## src/rtl/pt_walker_pkg.sv

```systemverilog
package pt_walker_pkg;

  typedef enum logic [2:0] {
    PW_OK       = 3'd0,
    PW_NONCANON = 3'd1,
    PW_ABSENT   = 3'd2,
    PW_RSVD     = 3'd3,
    PW_PERM     = 3'd4
  } pw_fault_e;

  typedef enum logic [1:0] {
    WS_IDLE  = 2'd0,
    WS_ISSUE = 2'd1,
    WS_WAIT  = 2'd2,
    WS_FIN   = 2'd3
  } pw_state_e;

  localparam int unsigned ENTRY_W   = 64;
  localparam int unsigned BIT_PRES  = 0;
  localparam int unsigned BIT_WR    = 1;
  localparam int unsigned BIT_USR   = 2;
  localparam int unsigned BIT_XD    = 63;
  localparam int unsigned PA_LIMIT  = 52;

endpackage

```

## src/rtl/pw_canon_check.sv

```systemverilog
module pw_canon_check #(
  parameter int unsigned VA_W = 48
) (
  input  logic [63:0] vaddr,
  output logic        canon_ok
);
  localparam int unsigned TOP_N = 64 - VA_W + 1;

  logic [TOP_N-1:0] upper;

  always_comb begin
    upper    = vaddr[63:VA_W-1];
    canon_ok = (&upper) | ~(|upper);
  end

  logic unused_low;
  assign unused_low = ^vaddr[VA_W-2:0];
endmodule

```

## src/rtl/pw_index_sel.sv

```systemverilog
module pw_index_sel #(
  parameter int unsigned LEVELS = 4,
  parameter int unsigned IDX_W  = 9,
  parameter int unsigned PG_W   = 12,
  localparam int unsigned LVL_W = $clog2(LEVELS),
  localparam int unsigned VA_W  = PG_W + IDX_W * LEVELS
) (
  input  logic [VA_W-1:PG_W] vpn,
  input  logic [LVL_W-1:0]   level,
  output logic [IDX_W-1:0]   idx
);
  logic [IDX_W-1:0] field [LEVELS];

  for (genvar l = 0; l < LEVELS; l++) begin : g_field
    assign field[l] = vpn[PG_W + IDX_W*l +: IDX_W];
  end

  always_comb begin
    idx = '0;
    for (int l = 0; l < LEVELS; l++) begin
      if (level == LVL_W'(l)) idx = field[l];
    end
  end
endmodule

```

## src/rtl/pw_entry_decode.sv

```systemverilog
module pw_entry_decode
  import pt_walker_pkg::*;
#(
  parameter int unsigned PA_W = 46,
  parameter int unsigned PG_W = 12
) (
  input  logic [ENTRY_W-1:0]   entry,
  output logic                 present,
  output logic                 resv_err,
  output logic                 perm_wr,
  output logic                 perm_usr,
  output logic                 exec_dis,
  output logic [PA_W-PG_W-1:0] next_base
);
  assign present   = entry[BIT_PRES];
  assign perm_wr   = entry[BIT_WR];
  assign perm_usr  = entry[BIT_USR];
  assign exec_dis  = entry[BIT_XD];
  assign next_base = entry[PA_W-1:PG_W];

  if (PA_W < PA_LIMIT) begin : g_resv
    assign resv_err = |entry[PA_LIMIT-1:PA_W];
  end else begin : g_no_resv
    assign resv_err = 1'b0;
  end

  logic unused_fields;
  assign unused_fields = ^{entry[62:PA_LIMIT], entry[PG_W-1:3]};
endmodule

```

## src/rtl/pt_walker.sv

```systemverilog
module pt_walker
  import pt_walker_pkg::*;
#(
  parameter int unsigned LEVELS = 4,
  parameter int unsigned IDX_W  = 9,
  parameter int unsigned PG_W   = 12,
  parameter int unsigned PA_W   = 46,
  localparam int unsigned LVL_W = $clog2(LEVELS),
  localparam int unsigned VA_W  = PG_W + IDX_W * LEVELS,
  localparam int unsigned BASE_W = PA_W - PG_W
) (
  input  logic              clk,
  input  logic              rst_n,
  input  logic              req_valid,
  output logic              req_ready,
  input  logic [63:0]       req_vaddr,
  input  logic              req_write,
  input  logic              req_user,
  input  logic              req_exec,
  input  logic [PA_W-1:0]   root_base,
  output logic              busy,
  output logic              mem_req_valid,
  input  logic              mem_req_ready,
  output logic [PA_W-1:0]   mem_req_addr,
  input  logic              mem_rsp_valid,
  input  logic [63:0]       mem_rsp_data,
  output logic              done,
  output logic [2:0]        done_fault,
  output logic [LVL_W-1:0]  done_level,
  output logic [PA_W-1:0]   done_paddr,
  output logic              done_wr,
  output logic              done_usr,
  output logic              done_xd
);
  localparam int unsigned ENT_SH = 3;

  pw_state_e         state_q;
  logic [VA_W-1:0]   vaddr_q;
  logic              wr_q, usr_q, exec_q;
  logic [BASE_W-1:0] base_q;
  logic [LVL_W-1:0]  level_q;
  logic              acc_wr_q, acc_usr_q, acc_xd_q;
  pw_fault_e         fault_q;
  logic [LVL_W-1:0]  end_level_q;
  logic [PA_W-1:0]   paddr_q;

  logic              canon_ok;
  logic [IDX_W-1:0]  idx;
  logic              ent_present, ent_resv, ent_wr, ent_usr, ent_xd;
  logic [BASE_W-1:0] ent_base;
  logic              nxt_wr, nxt_usr, nxt_xd, perm_bad;

  pw_canon_check #(.VA_W(VA_W)) u_canon (
    .vaddr    (req_vaddr),
    .canon_ok (canon_ok)
  );

  pw_index_sel #(.LEVELS(LEVELS), .IDX_W(IDX_W), .PG_W(PG_W)) u_idx (
    .vpn   (vaddr_q[VA_W-1:PG_W]),
    .level (level_q),
    .idx   (idx)
  );

  pw_entry_decode #(.PA_W(PA_W), .PG_W(PG_W)) u_dec (
    .entry     (mem_rsp_data),
    .present   (ent_present),
    .resv_err  (ent_resv),
    .perm_wr   (ent_wr),
    .perm_usr  (ent_usr),
    .exec_dis  (ent_xd),
    .next_base (ent_base)
  );

  // Flags accumulated including the entry arriving now.
  always_comb begin
    nxt_wr   = acc_wr_q & ent_wr;
    nxt_usr  = acc_usr_q & ent_usr;
    nxt_xd   = acc_xd_q | ent_xd;
    perm_bad = (wr_q & ~nxt_wr) | (usr_q & ~nxt_usr) | (exec_q & nxt_xd);
  end

  // Tables are page aligned, so the entry address is a plain concatenation.
  assign mem_req_addr  = {base_q, idx, {ENT_SH{1'b0}}};
  assign mem_req_valid = (state_q == WS_ISSUE);
  assign req_ready     = (state_q == WS_IDLE);
  assign busy          = (state_q != WS_IDLE);
  assign done          = (state_q == WS_FIN);
  assign done_fault    = fault_q;
  assign done_level    = end_level_q;
  assign done_paddr    = paddr_q;
  assign done_wr       = acc_wr_q;
  assign done_usr      = acc_usr_q;
  assign done_xd       = acc_xd_q;

  always_ff @(posedge clk or negedge rst_n) begin
    if (!rst_n) begin
      state_q     <= WS_IDLE;
      vaddr_q     <= '0;
      wr_q        <= 1'b0;
      usr_q       <= 1'b0;
      exec_q      <= 1'b0;
      base_q      <= '0;
      level_q     <= '0;
      acc_wr_q    <= 1'b0;
      acc_usr_q   <= 1'b0;
      acc_xd_q    <= 1'b0;
      fault_q     <= PW_OK;
      end_level_q <= '0;
      paddr_q     <= '0;
    end else begin
      unique case (state_q)
        WS_IDLE: begin
          if (req_valid) begin
            vaddr_q     <= req_vaddr[VA_W-1:0];
            wr_q        <= req_write;
            usr_q       <= req_user;
            exec_q      <= req_exec;
            base_q      <= root_base[PA_W-1:PG_W];
            level_q     <= LVL_W'(LEVELS-1);
            acc_wr_q    <= 1'b1;
            acc_usr_q   <= 1'b1;
            acc_xd_q    <= 1'b0;
            paddr_q     <= '0;
            end_level_q <= LVL_W'(LEVELS-1);
            if (!canon_ok) begin
              fault_q <= PW_NONCANON;
              state_q <= WS_FIN;
            end else begin
              fault_q <= PW_OK;
              state_q <= WS_ISSUE;
            end
          end
        end
        WS_ISSUE: begin
          if (mem_req_ready) state_q <= WS_WAIT;
        end
        WS_WAIT: begin
          if (mem_rsp_valid) begin
            end_level_q <= level_q;
            if (!ent_present) begin
              fault_q <= PW_ABSENT;
              state_q <= WS_FIN;
            end else if (ent_resv) begin
              fault_q <= PW_RSVD;
              state_q <= WS_FIN;
            end else begin
              acc_wr_q  <= nxt_wr;
              acc_usr_q <= nxt_usr;
              acc_xd_q  <= nxt_xd;
              if (level_q == '0) begin
                if (perm_bad) begin
                  fault_q <= PW_PERM;
                end else begin
                  fault_q <= PW_OK;
                  paddr_q <= {ent_base, vaddr_q[PG_W-1:0]};
                end
                state_q <= WS_FIN;
              end else begin
                base_q  <= ent_base;
                level_q <= level_q - LVL_W'(1);
                state_q <= WS_ISSUE;
              end
            end
          end
        end
        WS_FIN: begin
          state_q <= WS_IDLE;
        end
        default: state_q <= WS_IDLE;
      endcase
    end
  end

  logic unused_root;
  assign unused_root = ^root_base[PG_W-1:0];
endmodule

```

## config.mk

```make
export PLATFORM = sky130hd
export DESIGN_NAME = pt_walker
export DESIGN_NICKNAME = d
export VERILOG_FILES = /design/src/rtl/pt_walker_pkg.sv /design/src/rtl/pw_canon_check.sv /design/src/rtl/pw_index_sel.sv /design/src/rtl/pw_entry_decode.sv /design/src/rtl/pt_walker.sv
export SDC_FILE = /design/constraint.sdc
export NUM_CORES = 1
export LEC_CHECK = 0
export BUFFER_PORTS_ARGS = -buffer_cell sky130_fd_sc_hd__buf_2
export CAP_MARGIN = 20
export CELL_PAD_IN_SITES_DETAIL_PLACEMENT = 1
export CELL_PAD_IN_SITES_GLOBAL_PLACEMENT = 1
export CORE_ASPECT_RATIO = 0.5
export CORE_UTILIZATION = 39
export CTS_CLUSTER_DIAMETER = 120
export DETAILED_ROUTE_END_ITERATION = 8
export PLACE_DENSITY = 0.95
export SETUP_SLACK_MARGIN = 0.4
export SLEW_MARGIN = 0
export SYNTH_ARGS = -nofsm -noshare
export SYNTH_HDL_FRONTEND = slang
export SYNTH_SLANG_ARGS = --single-unit
export TNS_END_PERCENT = 1
```

## constraint.sdc

```tcl
create_clock -name clk -period 5.8 [get_ports clk]
set_input_delay 0.58 -clock clk [delete_from_list [all_inputs] [get_ports clk]]
set_output_delay 0.58 -clock clk [all_outputs]
set_load 0.01 [all_outputs]
```

Yosys cells after proc, flatten, opt, wreduce, memory -nomap -nowiden
Cells that the tools add are included.
Word-level totals
  output and inout port bits: 104
  word-level logic and storage cells: 110
  bits in registers: 143
Cells by class
  bitwise gates (word level): 12
  multiplexer cells: 55
  add/sub/neg operators: 1
  equality and inequality tests: 15
  reduce and logical (&&, ||, !) cells: 14
Operators with widths (count)
  two-way mux 46 bit: 6
  two-way mux 34 bit: 5
  one-hot mux 46 bit (2 select lines): 1
  one-hot mux 34 bit (2 select lines): 1
  two-way mux 9 bit: 4
  two-way mux 2 bit: 13
  two-way mux 3 bit: 6
  AND reduction 17 bit: 1
  OR reduction 17 bit: 1
  != test 2 bit, second input constant: 7
  two-way mux 1 bit: 12
  equality test 2 bit, second input constant: 4
  one-hot mux 2 bit (2 select lines): 2
  one-hot mux 2 bit (4 select lines): 1
  AND reduction 7 bit: 1
  one-hot mux 1 bit (2 select lines): 3
  one-hot mux 3 bit (2 select lines): 1
  AND reduction 3 bit: 2
  AND reduction 6 bit: 1
  OR reduction 6 bit: 1
  bitwise AND 1 bit: 5
  AND reduction 5 bit: 1
  equality test 2 x 1 -> 1 bit, second input constant: 2
  zero test 2 bit: 2
  other kinds (8): 14

Logic depth before layout (Yosys ltp)
  depth in word-level cells: 11
  depth in mapped cells: 8

Cells and area by module
Synthesis repeated with hierarchy kept, for this count alone.
Second synthesis, totals
  cells, all modules: 641
  area, all modules: 6382.4 µm²
Modules (own cells, without submodules)
  pt_walker: times used 1, area each 5765.5 µm², cells an instance 577
  pw_entry_decode: times used 1, area each 299.0 µm², cells an instance 41
  pw_index_sel: times used 1, area each 219.0 µm², cells an instance 11
  pw_canon_check: times used 1, area each 98.8 µm², cells an instance 12

Worst setup path after synthesis
No wires, ideal clock.
  kind: flip-flop to output port
  from: register level_q[0]
  to: output mem_req_addr[11]
  path slack: 3.667 ns
  buffers on the path: 0
  data arrival time: 1.553 ns
  cell stages (with the launch flop): 7
  data required time: 5.220 ns
  cells stage by stage: dfrtp_1 > inv_1 > ha_1 > inv_2 > nor2_1 > a221oi_1 > o31ai_1
On the way
  word-level cells in the longest chain between the ends: 5
  elaborated cells between the ends (all ways): 8
  classes of those cells: eq/ne (3); mux (4); reduce/logical (1)
RTL lines
  from (decl): line pt_walker.sv:41  | logic [LVL_W-1:0] level_q;
  from (signal assigned): line pt_walker.sv:119  | level_q <= LVL_W'(LEVELS-1);
  from (signal assigned): line pt_walker.sv:160  | level_q <= level_q - LVL_W'(1);
  zero test 2 bit: line pw_index_sel.sv:21  | if (level == LVL_W'(l)) idx = field[l];
  two-way mux 9 bit (3 in a row): line pw_index_sel.sv:21
  two-way mux 9 bit *: line pw_index_sel.sv:21
  to (decl): line pt_walker.sv:24  | output logic [PA_W-1:0] mem_req_addr,
Mark *: on every way between the ends. The rest lies on a longest branch, timed or not.

Final worst setup path
  from: register level_q[1]
  to: output mem_req_addr[4]
The elaborated chain is that of the path after synthesis.

==> impl_metrics.yaml <==
status:
  outcome: "finished, violations left"
  violations_in_the_final_reports: "DRC"
grt:
  grt_usage: 0.247
  initial_antenna_violation_count: 2
  vias_in_the_first_global_route: 5720
  grt_first_pass_wirelength_mm: 31.3
  largest_net_degree_at_the_start_of_global_routing: 83
  overflow: 0
yosys:
  synth-edff-count: 0
  seq_area_frac_synth: 0.582
  synth-async-reset-ratio: 1.00
  synthCells: 464
  synth-seq-cells: 143
  ys_types: 48
  post_synth.cell_area_avg_sq_um: 13.3
  synth_area_sq_um: 6150
  synthesis.yosys.warnings: 0
  synth_flop_cell: "sky130_fd_sc_hd__dfrtp_1"
clock_tree:
  cts_hold_repair.buffers: 0
  post_cts_buffers: 0
  cts_made_buffers: 17
  clock_tree_from_tritoncts: "yes"
  clk_root_buffer_cell: "sky130_fd_sc_hd__clkbuf_16"
  clock_sinks: 143
  cts.repair.resized: 0
  clk_buf_depth: 2
  cts.htree.levels: 4
  worst_skew_pair.late_latency_ns: 0.41
  path_clk_slew_ns: 0.06
power_and_ir_drop:
  vdd_drop_max_mv: 0.222
  power.static_leakage_uw: 0.00383
  p_per_area_nw_per_um2: 455
routing:
  met3WireLength_um: 695
  vias: 5163
  drt-vias-per-instance: 5.62
  starting_drc_count_in_detailed_routing: 228
  route.antenna.remaining_nets: 0
  routedLengthMet1_mm: 8.06
  dr.max_layer_used: "met4"
  post_drt_wl_per_cell_um: 21.6
  routed_wl_mm: 19.9
  detail_route.first_pass.iterations: 9
  met2WireLength_mm: 10.4
  drt_drc_violations_left: 6
sta:
  fmax_mhz: 296
  tightestPinTransition_ns: 0.881
  finalWorstSetupSlack_ns: 2.42
  setup-tns-final_ns: 0
  final.setup_skew_ns: 0.0119
  grt_setup_unrepaired: "false"
  final.min_clock_period_ns: 3.38
  report.final.hold_viol_count: 0
  report.final.slew_viol_count: 0
  slew-limit-headroom: 0.413
  final.period_utilization: 0.582
  setup_viol: 0
critical_path:
  criticalPathCategory: "flop to primary output"
  worst_setup_ep_type: "primary output"
  worst_r2r_startpoint: "state_q[1]"
  worst_setup_path_start_kind: "flop"
  critical_path_peak_fanout: 11
  cpMaxStageDelayCell: "sky130_fd_sc_hd__nor2_1"
  regToRegSetupSlack_ns: 3.20
  crit_path_cell_trace: "inv_1 -> ha_1 -> nor2_1 -> a221oi_1 -> o31ai_1 -> buf_2"
  req_time_crit_path_ns: 5.22
  r2r-end: "done_paddr[36]"
  timing.critical_path.slowest_cell_delay_ns: 0.64
  worstPathArrival_ns: 2.80
  worst-r2r-cell-count: 6
floorplanning:
  start_util: 0.399
  die_area_sq_um: 16300
  std_cell_rows: 32
  fp.dieH_um: 90.8
  design.portCount: 286
  die_w_um: 180
  fp.coreArea_sq_um: 15400
flow_run:
  max_cap_violations: 0
layout:
  signed_area_change_from_the_synthesized_netlist_to_the_final_layout_pct: 33.1
  design_area_sq_um: 8190
  layout-drive-gt1-share: 0.491
  nNetsFinal: 886
  layout_commonest_cell: "sky130_fd_sc_hd__buf_2"
  most-common-layout-cells: "sky130_fd_sc_hd__buf_2 (249), sky130_fd_sc_hd__dfrtp_1 (143), sky130_fd_sc_hd__mux2_2 (52), sky130_fd_sc_hd__a32o_1 (46), sky130_fd_sc_hd__o21a_1 (34)"
placement:
  worst_slack_placed_ns: 2.88
  gpl.final_weighted_congestion: 0.787
  placement.cell_area_sq_um: 7510
  detailed_place_hpwl_mm: 12.8
  count_of_port_buffers_added_during_placement: 250
worst_hold_path:
  hp-class: "input pin to asynchronous set/reset pin"
worst max-delay path: cells and delay by family (launching register included):
kind | cells | cell delay (ns)
flip-flops | 1 | 0.45
AO/OA/AOI/OAI | 2 | 0.61
adder cells (fa/ha/maj) | 1 | 0.37
AND/OR/NAND/NOR | 1 | 0.64
buffers and inverters | 2 | 0.31
cells by family after synthesis:
logic type | count (synthesis) | synth area share
DFF | 143 | 0.582
and+or+nand+nor | 58 | 0.0509
buffers and inverters | 49 | 0.0401
muxes | 53 | 0.0968
adders and majority gates | 4 | 0.00814
other | 1 | 0.000610
AOI/OAI and AO/OA | 156 | 0.222
registers in the layout (all words and copies together) (netlist names):
register	count
base_q	34
done_fault	3
done_level	2
done_paddr	46
done_usr	1
done_wr	1
done_xd	1
exec_q	1
level_q	2
state_q	2
usr_q	1
vaddr_q	48
wr_q	1
worst max path at each step:
stage | from | to | slack (ns) | cells after the start
final | level_q[1] | mem_req_addr[4] | 2.42 | 6
after global routing | level_q[1] | mem_req_addr[4] | 2.31 | 6
after global placement | mem_rsp_data[47] | level_q[0] | 2.93 | 6
after CTS | level_q[1] | mem_req_addr[4] | 2.46 | 6
after floorplan | level_q[0] | mem_req_addr[11] | 3.67 | 6
after detailed placement | mem_rsp_data[47] | level_q[0] | 2.88 | 6
cell usage after synthesis, types with 6 or more instances:
cell                       number  share of area
sky130_fd_sc_hd__a221oi_1       8          0.011
sky130_fd_sc_hd__a32o_1        46          0.075
sky130_fd_sc_hd__buf_1         10         0.0061
sky130_fd_sc_hd__buf_6          6          0.011
sky130_fd_sc_hd__clkbuf_1      19          0.012
sky130_fd_sc_hd__dfrtp_1      143           0.58
sky130_fd_sc_hd__mux2_2        52          0.095
sky130_fd_sc_hd__nand2_1       17          0.010
sky130_fd_sc_hd__nor2b_1       10          0.010
sky130_fd_sc_hd__o21a_1        34          0.041
sky130_fd_sc_hd__o31ai_1       10          0.012
sky130_fd_sc_hd__o32a_1        33          0.054
area by class of cell:
type | count | area [sq um]
Sequential cell | 143 | 3580
Inverter | 6 | 22.5
Multi-Input combinational cell | 274 | 2350
Antenna cell | 2 | 5.00
Tap cell | 204 | 255
Timing Repair Buffer | 258 | 1340
Clock inverter | 13 | 175
Clock buffer | 19 | 453
Fill cell | 1658 | 7230
stage by stage:
step                      total power (uW)   util  hold WS (ns)  instances
after floorplan                       2120      -         0.284        466
after global placement                2450  0.487         0.467        883
after detailed placement              2530  0.487         0.475        883
after CTS                             3740  0.528         0.175        915
after global routing                  3910  0.531         0.182        919
final                                 3730  0.531         0.145        919
layer usage:
layer  vias up  track usage
met1      2668        0.288
met3        53       0.0476
li1       2285            -
met5         -            0
met4         0        0.116
met2       157        0.441
where the power goes:
part,internal (uW),switching (uW)
Clock,711,460
Sequential,1300,176
Combinational,515,563
Power figures use the tool's default switching activity.
